===== src/rtl/div_pkg.sv =====
package div_pkg;
  // per-operation arithmetic selection captured at the accepting edge
  typedef struct packed {
    logic is_signed;
    logic is_long;
  } div_mode_t;
endpackage


===== src/rtl/div_operand_prep.sv =====
module div_operand_prep
  import div_pkg::*;
#(
  parameter int DW = 16
) (
  input  div_mode_t          mode,
  input  logic [DW-1:0]      hi_word,
  input  logic [DW-1:0]      lo_word,
  input  logic [DW-1:0]      dvsr,
  output logic [2*DW-1:0]    n_mag,
  output logic [DW-1:0]      d_mag,
  output logic               q_negative,
  output logic               r_negative,
  output logic               pre_err
);
  localparam int W2 = 2 * DW;

  logic [W2-1:0] ext;
  logic          n_neg;
  logic          d_neg;

  // widen the short dividend according to the arithmetic
  always_comb begin
    if (mode.is_long)
      ext = {hi_word, lo_word};
    else if (mode.is_signed)
      ext = {{DW{lo_word[DW-1]}}, lo_word};
    else
      ext = {{DW{1'b0}}, lo_word};
  end

  assign n_neg = mode.is_signed & ext[W2-1];
  assign d_neg = mode.is_signed & dvsr[DW-1];

  assign n_mag = n_neg ? ('0 - ext) : ext;
  assign d_mag = d_neg ? ('0 - dvsr) : dvsr;

  assign q_negative = n_neg ^ d_neg;
  assign r_negative = n_neg;

  // a high half not below the divisor means a quotient of more than DW bits
  assign pre_err = (d_mag == '0) || (n_mag[W2-1:DW] >= d_mag);
endmodule


===== src/rtl/div_step_core.sv =====
module div_step_core #(
  parameter int DW = 16
) (
  input  logic              clk,
  input  logic              rst_n,
  input  logic              start,
  input  logic [2*DW-1:0]   n_mag,
  input  logic [DW-1:0]     d_mag,
  output logic              take_o,
  output logic [DW-1:0]     q_o,
  output logic [DW-1:0]     r_o,
  output logic [DW-1:0]     d_o,
  output logic              busy_o,
  output logic              done_o
);
  localparam int CW = (DW > 2) ? $clog2(DW) : 1;
  localparam logic [CW-1:0] LAST = CW'(DW - 1);

  logic [CW-1:0] cnt;
  logic [DW:0]   trial;
  logic [DW:0]   diff;
  logic          fits;

  assign take_o = start && !busy_o;

  // one restoring step: shift in next dividend bit, subtract if it fits
  assign trial = {r_o, q_o[DW-1]};
  assign diff  = trial - {1'b0, d_o};
  assign fits  = trial >= {1'b0, d_o};

  always_ff @(posedge clk or negedge rst_n) begin
    if (!rst_n) begin
      q_o    <= '0;
      r_o    <= '0;
      d_o    <= '0;
      cnt    <= '0;
      busy_o <= 1'b0;
      done_o <= 1'b0;
    end else begin
      done_o <= 1'b0;
      if (take_o) begin
        r_o    <= n_mag[2*DW-1:DW];
        q_o    <= n_mag[DW-1:0];
        d_o    <= d_mag;
        cnt    <= '0;
        busy_o <= 1'b1;
      end else if (busy_o) begin
        r_o <= fits ? diff[DW-1:0] : trial[DW-1:0];
        q_o <= {q_o[DW-2:0], fits};
        cnt <= cnt + CW'(1);
        if (cnt == LAST) begin
          busy_o <= 1'b0;
          done_o <= 1'b1;
        end
      end
    end
  end

  // a request during an operation neither restarts nor stalls the count
  p_ignore_start_r8: assert property (@(posedge clk) disable iff (!rst_n)
    busy_o && start && (cnt != LAST) |=> busy_o && (cnt == $past(cnt) + CW'(1)));

  // the operation ends exactly when done is raised
  p_end_with_done_r9: assert property (@(posedge clk) disable iff (!rst_n)
    $fell(busy_o) |-> done_o);
endmodule


===== src/rtl/div_result_fix.sv =====
module div_result_fix #(
  parameter int DW = 16
) (
  input  logic          is_signed,
  input  logic          q_negative,
  input  logic          r_negative,
  input  logic          pre_err,
  input  logic [DW-1:0] q_mag,
  input  logic [DW-1:0] r_mag,
  output logic [DW-1:0] quotient,
  output logic [DW-1:0] remainder,
  output logic          error
);
  localparam logic [DW-1:0] HALF = {1'b1, {(DW-1){1'b0}}};

  logic range_err;

  assign quotient  = q_negative ? ('0 - q_mag) : q_mag;
  assign remainder = r_negative ? ('0 - r_mag) : r_mag;

  // signed results: negative side reaches one step further than positive
  always_comb begin
    if (!is_signed)
      range_err = 1'b0;
    else if (q_negative)
      range_err = q_mag > HALF;
    else
      range_err = q_mag[DW-1];
  end

  assign error = pre_err || range_err;
endmodule


===== src/rtl/seq_divider.sv =====
module seq_divider
  import div_pkg::*;
#(
  parameter int DW = 16
) (
  input  logic          clk,
  input  logic          rst_n,
  input  logic          start,
  input  logic          signed_op,
  input  logic          long_op,
  input  logic [DW-1:0] dividend_hi,
  input  logic [DW-1:0] dividend_lo,
  input  logic [DW-1:0] divisor,
  output logic [DW-1:0] quotient,
  output logic [DW-1:0] remainder,
  output logic          busy,
  output logic          done,
  output logic          error
);
  div_mode_t         mode_in;
  logic [2*DW-1:0]   n_mag;
  logic [DW-1:0]     d_mag;
  logic              q_neg_in, r_neg_in, pre_err_in;
  logic              take;
  logic [DW-1:0]     q_mag, r_mag, d_held;

  logic              signed_q, q_neg_q, r_neg_q, pre_err_q;

  assign mode_in = '{is_signed: signed_op, is_long: long_op};

  div_operand_prep #(.DW(DW)) u_prep (
    .mode       (mode_in),
    .hi_word    (dividend_hi),
    .lo_word    (dividend_lo),
    .dvsr       (divisor),
    .n_mag      (n_mag),
    .d_mag      (d_mag),
    .q_negative (q_neg_in),
    .r_negative (r_neg_in),
    .pre_err    (pre_err_in)
  );

  div_step_core #(.DW(DW)) u_core (
    .clk    (clk),
    .rst_n  (rst_n),
    .start  (start),
    .n_mag  (n_mag),
    .d_mag  (d_mag),
    .take_o (take),
    .q_o    (q_mag),
    .r_o    (r_mag),
    .d_o    (d_held),
    .busy_o (busy),
    .done_o (done)
  );

  // sign and error context kept for the whole operation
  always_ff @(posedge clk or negedge rst_n) begin
    if (!rst_n) begin
      signed_q  <= 1'b0;
      q_neg_q   <= 1'b0;
      r_neg_q   <= 1'b0;
      pre_err_q <= 1'b0;
    end else if (take) begin
      signed_q  <= signed_op;
      q_neg_q   <= q_neg_in;
      r_neg_q   <= r_neg_in;
      pre_err_q <= pre_err_in;
    end
  end

  div_result_fix #(.DW(DW)) u_fix (
    .is_signed  (signed_q),
    .q_negative (q_neg_q),
    .r_negative (r_neg_q),
    .pre_err    (pre_err_q),
    .q_mag      (q_mag),
    .r_mag      (r_mag),
    .quotient   (quotient),
    .remainder  (remainder),
    .error      (error)
  );

  // an idle request is taken on the next edge
  p_start_accept_r1: assert property (@(posedge clk) disable iff (!rst_n)
    start && !busy |=> busy);

  // completion is a single-cycle pulse
  p_done_pulse_r9: assert property (@(posedge clk) disable iff (!rst_n)
    done |=> !done);

  // results hold while idle
  p_hold_r10: assert property (@(posedge clk) disable iff (!rst_n)
    !busy && $past(!busy) |-> $stable(quotient) && $stable(remainder) && $stable(error));

  // a valid result leaves a remainder magnitude below the divisor
  p_rem_bound_r2: assert property (@(posedge clk) disable iff (!rst_n)
    done && !pre_err_q |-> r_mag < d_held);
endmodule


===== config.mk =====
export PLATFORM = sky130hd
export DESIGN_NAME = seq_divider
export DESIGN_NICKNAME = d
export VERILOG_FILES = /design/src/rtl/div_pkg.sv /design/src/rtl/div_operand_prep.sv /design/src/rtl/div_step_core.sv /design/src/rtl/div_result_fix.sv /design/src/rtl/seq_divider.sv
export SDC_FILE = /design/constraint.sdc
export NUM_CORES = 1
export LEC_CHECK = 0
export ABC_AREA = 1
export BUFFER_PORTS_ARGS = -buffer_cell sky130_fd_sc_hd__clkbuf_2
export CORE_MARGIN = 2
export CORE_UTILIZATION = 59
export CTS_CLUSTER_DIAMETER = 40
export CTS_CLUSTER_SIZE = 8
export DETAILED_ROUTE_END_ITERATION = 10
export GPL_TIMING_DRIVEN = 0
export PLACE_DENSITY_LB_ADDON = 0.05
export SETUP_SLACK_MARGIN = 0.5
export SLEW_MARGIN = 10
export SYNTH_ARGS = -nofsm -noshare
export SYNTH_HDL_FRONTEND = slang
export SYNTH_SLANG_ARGS = --single-unit

===== constraint.sdc =====
create_clock -name clk -period 3.1 [get_ports clk]
set_input_delay 0.93 -clock clk [delete_from_list [all_inputs] [get_ports clk]]
set_output_delay 0.93 -clock clk [all_outputs]
set_load 0.05 [all_outputs]

==> results of run 1 <==
cells in the final DEF (no fill, tap or decap), types with 21 or more instances in the layout:
cell / instances
a21oi_1: 31
buf_4: 51
buf_6: 23
buf_8: 21
clkbuf_2: 54
dfrtp_1: 55
ha_1: 29
inv_1: 111
inv_2: 21
nand2_1: 243
nand2_2: 37
nand3_1: 82
nor2_1: 63
o21ai_0: 47
state kept, by name (all words and copies together), names as in the netlist:
| register | flops |
|---|---|
| u_core.r_o | 16 |
| u_core.q_o | 16 |
| signed_q | 1 |
| q_neg_q | 1 |
| u_core.d_o | 16 |
| u_core.busy_o | 1 |
| u_core.cnt | 4 |
| pre_err_q | 1 |
| r_neg_q | 1 |
| u_core.done_o | 1 |
Yosys cell counts (2+ instances only):
cell type	number
buf_6	4
nand2_4	2
nor4_1	3
or2_1	2
nand2_1	276
buf_2	5
clkbuf_1	9
nand2_2	12
o21ai_0	57
nor2_2	4
nand3_1	105
o221ai_1	9
buf_4	7
inv_2	5
xor2_2	2
nor3_2	2
nand3b_1	8
o21ai_2	4
a21oi_1	33
clkinv_1	3
dfrtp_1	58
inv_1	135
nor3_1	9
o21ai_1	6
nand4_1	9
buf_1	3
ha_1	37
a22oi_1	7
a31oi_1	2
xnor2_1	12
nor2_1	86
xor2_1	40
layer usage:
metal	global-route usage (%)	routed length [um]	vias to the layer above
met5	0	13	-
met4	15.1	1330	2
met3	6.74	2400	152
met1	47.6	8620	3530
met2	61.9	11100	552
li1	-	-	3420
through the flow:
stage	util (%)	setup WS, ns	total power, mW
2_1_floorplan	-	0.173	6.78
3_3_place_gp	69.2	-0.313	8.12
3_5_place_dp	69.2	-0.330	8.22
4_1_cts	80.2	-0.0417	10.0
5_1_grt	86.3	-0.258	11.7
6_report	86.3	-0.186	11.2
layout make-up:
type	count	share of cell area, %
clock buffer	10	1.57
tap	136	1.94
buffer	29	2.48
timing repair buffer	146	13.9
inverter	143	6.63
multi-input combinational	740	56.0
sequential	58	16.6
clock inverter	5	0.897
path summary, 6_finish.rpt:
kind / to / cells after the start / from
worst max-delay path: error / 10 / u_core.q_o[1]
worst min-delay path: pre_err_q / 2 / pre_err_q
worst max register to register: u_core.r_o[6] / 11 / u_core.r_o[8]
worst min register to register: pre_err_q / 2 / pre_err_q
max in group asynchronous: u_core.r_o[4] / 1 / rst_n
min in group asynchronous: u_core.q_o[13] / 1 / rst_n
repair_timing:
item	CTS	global route
setup endpoints to repair	31	34
setup buffers	37	22
cloned	2	0
resized for setup	132	142
pin swaps	41	66
critical path: cells and delay by family (launching register included):
kind,cells,cell delay (ns)
compound gates,1,0.14
fa+ha+maj,1,0.17
buf+inv,2,0.30
flops,1,0.39
simple gates,6,1.00
report_power, final:
part / leakage, nW / internal, mW / switching [mW]
clock network: 0.112 / 0.469 / 0.334
registers: 0.684 / 1.17 / 0.446
logic: 3.57 / 3.21 / 5.60
total: 4.37 / 4.85 / 6.38
cells by family after synthesis:
family,count (synthesis),share of synthesized area (%)
AO/OA/AOI/OAI,124,11.5
XOR/XNOR,54,7.97
adder cells (fa/ha/maj),38,7.89
buffers and inverters,172,11.7
flip-flops,58,23.7
multiplexers,1,0.163
AND/OR/NAND/NOR,522,37.0
==> qor.txt, run 1 <==
root buf cell: clkbuf_8
layout cells sized above 1: 33.3%
Antenna Cells: 0
drc violations: 0
Fmax achieved: 304 MHz
slew margin rel.: 44.1%
Die Ht: 106 um
Crit path arrival time: 2.36 ns
crit end category: output port
critical path class: reg2out
Syn-to-layout area delta: 43.5%
Max Cap Viol: 0
Layout Cells excl Fill: 1,267
Hold WS: 0.482 ns
fin nets: 1,218
PD cells: 1280 nW/um^2
setup TNS: -0.843 ns
sequential fraction of the synthesis area: 23.7%
clock buffer depth: 2
Hold Violations, Final: 0
yosys warns: 0
area of the multi-input gates: 4930 um^2
initial drt markers: 788
ys async rst share: 100%
Final setup viols: 7
via count: 7,656
synthesized net count: 1,060
top post-synthesis cells by area: dfrtp_1 (24%), nand2_1 (17%), nand3_1 (8.6%)
first-pass GRT wire length: 32.8 mm
max-slew violations: 0
post-synth top area share: 23.7%
CTS Hold Bufs: 0
register area: 1460 um^2
Critical Path Max Stage Delay: 0.39 ns
# fillers: 581
Vias/cell: 6.04
Most common cell on crit path: nand3_4
vias in the first global route: 6,735
worst path required time: 2.17 ns
H-tree levels: 3
clock sink total: 58
Starting Density: 60.1%
# IOs: 88
gr usage total: 37.2%
worst-path fanout max: 4
Synth Register Bits: 58
core footprint: 10,200 um^2
DR WL/cell: 18.5 um
R2R setup slack: 0.40 ns
# rows: 37
worst min path class: reg2reg
Mapped Cells: 969
status: finished with violations
Netlist Area Pre-Place: 6120 um^2
Die Wd: 106 um
Die Area: 11,200 um^2
Tmin final: 3.29 ns
largest net degree at the start of global routing: 59
TritonRoute pass-1 iters: 6
total global routing overflow: 0
cell chain of the critical path: inv_2 > ha_4 > nand3_4 > nor2_4 > nand3_4 > nor3_4 > nand3_4 > nor4_4 > o21bai_2 > buf_8
Setup Skew: 0.0152 ns
largest area contributor in the netlist: dfrtp_1
setup ws final: -0.186 ns
startpoint types: flip-flop
synthesized area per cell: 6.32 um^2
ys flop type: dfrtp_1
Leak: 4.37 nW
CTS tree: built
placed insts: 1,191
Post-synth EDFFs: 0
port bufs: 86
final WL: 23.5 mm
CTS clk-pin slew, worst paths: 0.07 ns
RSZ-0062 raised after global routing: yes
initial antenna violation count: 2
Distinct cells, synth: 45
violated checks: setup timing
Worst Tran Pin Value: 0.838 ns
Num CTS Buffers: 9
crit path max-delay cell type: dfrtp_1
GPL Wtd Cong: 0.982
antenna-violating nets left: 0
fin area: 8790 um^2
maximum vdd ir drop: 1290 uV
fin crit share: 106%
placed instance area: 7050 um^2
clk_lat worst skew: 0.36 ns
DP HPWL: 14.4 mm
(Power assumes the default switching activity.)
==> inputs of run 2 (changes only) <==
--- a/config.mk
+++ b/config.mk
@@ -7,12 +7,15 @@
 export LEC_CHECK = 0
 export ABC_AREA = 1
 export BUFFER_PORTS_ARGS = -buffer_cell sky130_fd_sc_hd__clkbuf_2
+export CELL_PAD_IN_SITES_DETAIL_PLACEMENT = 1
+export CELL_PAD_IN_SITES_GLOBAL_PLACEMENT = 2
 export CORE_MARGIN = 2
-export CORE_UTILIZATION = 59
+export CORE_UTILIZATION = 32
 export CTS_CLUSTER_DIAMETER = 40
 export CTS_CLUSTER_SIZE = 8
 export DETAILED_ROUTE_END_ITERATION = 10
 export GPL_TIMING_DRIVEN = 0
+export HOLD_SLACK_MARGIN = 0.08
 export PLACE_DENSITY_LB_ADDON = 0.05
 export SETUP_SLACK_MARGIN = 0.5
 export SLEW_MARGIN = 10
==> run 2 against run 1 <==
  * The run still ends with setup timing left
  * Combinational power grew 0.9%
  * Sequential power about the same
  * Cell area rose by 5.7%
  * Clock power is 37% higher
  * Critical path depth unchanged
  * Largest power group unchanged
  * Highest routed layer is now met4
==> qor.txt, run 2 (synthesis gave the netlist of run 1 again) <==
status: finished with violations
violated checks: setup timing
TritonRoute pass-1 iters: 4
drc violations: 0
r2r endpoint: u_core.r_o[10]
# rows: 50
Layout Cells excl Fill: 1,373
Leak: 4.49 nW
core footprint: 18,800 um^2
CTS clk-pin slew, worst paths: 0.06 ns
Crit path arrival time: 2.24 ns
crit path to: quotient[15]
startpoint types: flip-flop
layout cells sized above 1: 33.7%
maximum vdd ir drop: 524 uV
clock buffer depth: 2
Vias/cell: 5.10
fin nets: 1,225
slew margin rel.: 57.8%
R2R setup slack: 0.61 ns
worst-path fanout max: 4
Die Ht: 142 um
Die Area: 20,300 um^2
clock sink total: 58
initial antenna violation count: 0
# IOs: 88
total power: 11.6 mW
placed insts: 1,290
total global routing overflow: 0
largest net degree at the start of global routing: 39
crit end category: output port
Antenna Cells: 0
antenna-violating nets left: 0
RSZ-0062 raised after global routing: yes
Final setup viols: 4
PD cells: 1250 nW/um^2
R2R depth: 14
fin crit share: 102%
final core utilization: 49.5%
gr usage total: 24.6%
most frequent cells in the layout: nand2_1 (243), inv_1 (111), nand3_1 (83), nor2_1 (60), clkbuf_2 (55)
worst path required time: 2.17 ns
Syn-to-layout area delta: 51.6%
GPL Wtd Cong: 0.870
Die Wd: 142 um
Hold Violations, Final: 0
max-slew violations: 0
port bufs: 86
first-pass GRT wire length: 38.6 mm
clk_lat worst skew: 0.33 ns
Starting Density: 32.6%
DP HPWL: 19.1 mm
final WL: 25.1 mm
H-tree levels: 3
root buf cell: clkbuf_16
Num CTS Buffers: 9
setup TNS: -0.207 ns
Critical path origin: u_core.q_o[2]
vias in the first global route: 7,174
Fmax achieved: 316 MHz
DR WL/cell: 18.3 um
setup ws final: -0.0690 ns
leading cell type in the layout, fill and taps excluded: nand2_1
worst min path class: reg2reg
Worst Tran Pin Value: 0.633 ns
via count: 6,996
Tmin final: 3.17 ns
Hold WS: 0.488 ns
Max Cap Viol: 0
reg2reg start: u_core.r_o[0]
CTS Hold Bufs: 0
Top Registers: u_core.d_o (16), u_core.q_o (16), u_core.r_o (16)
CTS tree: built
# fillers: 2,341
initial drt markers: 231
Setup Skew: 0.00539 ns
critical path class: reg2out
-- run 2: layout make-up --
class / count / area (um^2) / area share (%)
buffer: 29 / 224 / 2.41
clock buffer: 12 / 246 / 2.65
clock inverter: 4 / 75.1 / 0.808
inverter: 143 / 577 / 6.21
multi-input combinational: 739 / 5060 / 54.5
sequential: 58 / 1460 / 15.7
tap: 234 / 293 / 3.15
timing repair buffer: 154 / 1350 / 14.6
-- run 2: worst min-delay path by stage --
stage / slack (ns) / start / to / cells past startpoint
floorplan: 0.44 / pre_err_q / pre_err_q / 2
global placement: 0.46 / signed_q / signed_q / 2
detailed placement: 0.48 / u_core.d_o[2] / u_core.d_o[2] / 2
CTS: 0.49 / u_core.d_o[2] / u_core.d_o[2] / 2
global route: 0.50 / u_core.d_o[2] / u_core.d_o[2] / 2
finish: 0.49 / u_core.d_o[2] / u_core.d_o[2] / 2
-- run 2: metal layers --
metal	track usage [%]	vias up	routed length (um)	share of wire (%)
li1	-	3435	-	-
met1	33.3	3415	11900	47
met2	42.4	116	12300	49
met3	2.19	30	544	2.2
met4	5.89	0	387	1.5
met5	0	-	0	0
-- run 2: where the power goes --
part           leakage (nW)  total, mW  internal [mW]  switching [mW]
registers             0.682       1.62           1.17           0.446
logic                  3.66       8.89           3.38            5.51
clock network         0.149       1.10          0.726           0.375
total                  4.49       11.6           5.28            6.33
-- run 2: what timing repair did --
item                                    CTS  global route
resized for setup                       187           117
setup buffers                            46            21
endpoints found under the setup margin   32            46
pin swaps                                53            59
-- run 2: critical path: stages, from the launching register on --
cell     delay (ns)
dfrtp_1        0.38
inv_2          0.12
nand3_4        0.10
nor2_4         0.13
nand4_1        0.12
or2_4          0.28
nor3_4         0.21
nand2_1        0.10
nand2_2        0.11
xor2_4         0.18
buf_8          0.16
-- run 2: metrics by stage --
stage          cell area, um^2  worst slack, ns
5_1_grt                   9290           -0.159
6_report                  9290          -0.0690
3_3_place_gp              7170           -0.444
2_1_floorplan             6450            0.173
3_5_place_dp              7190           -0.461
4_1_cts                   8710          -0.0965
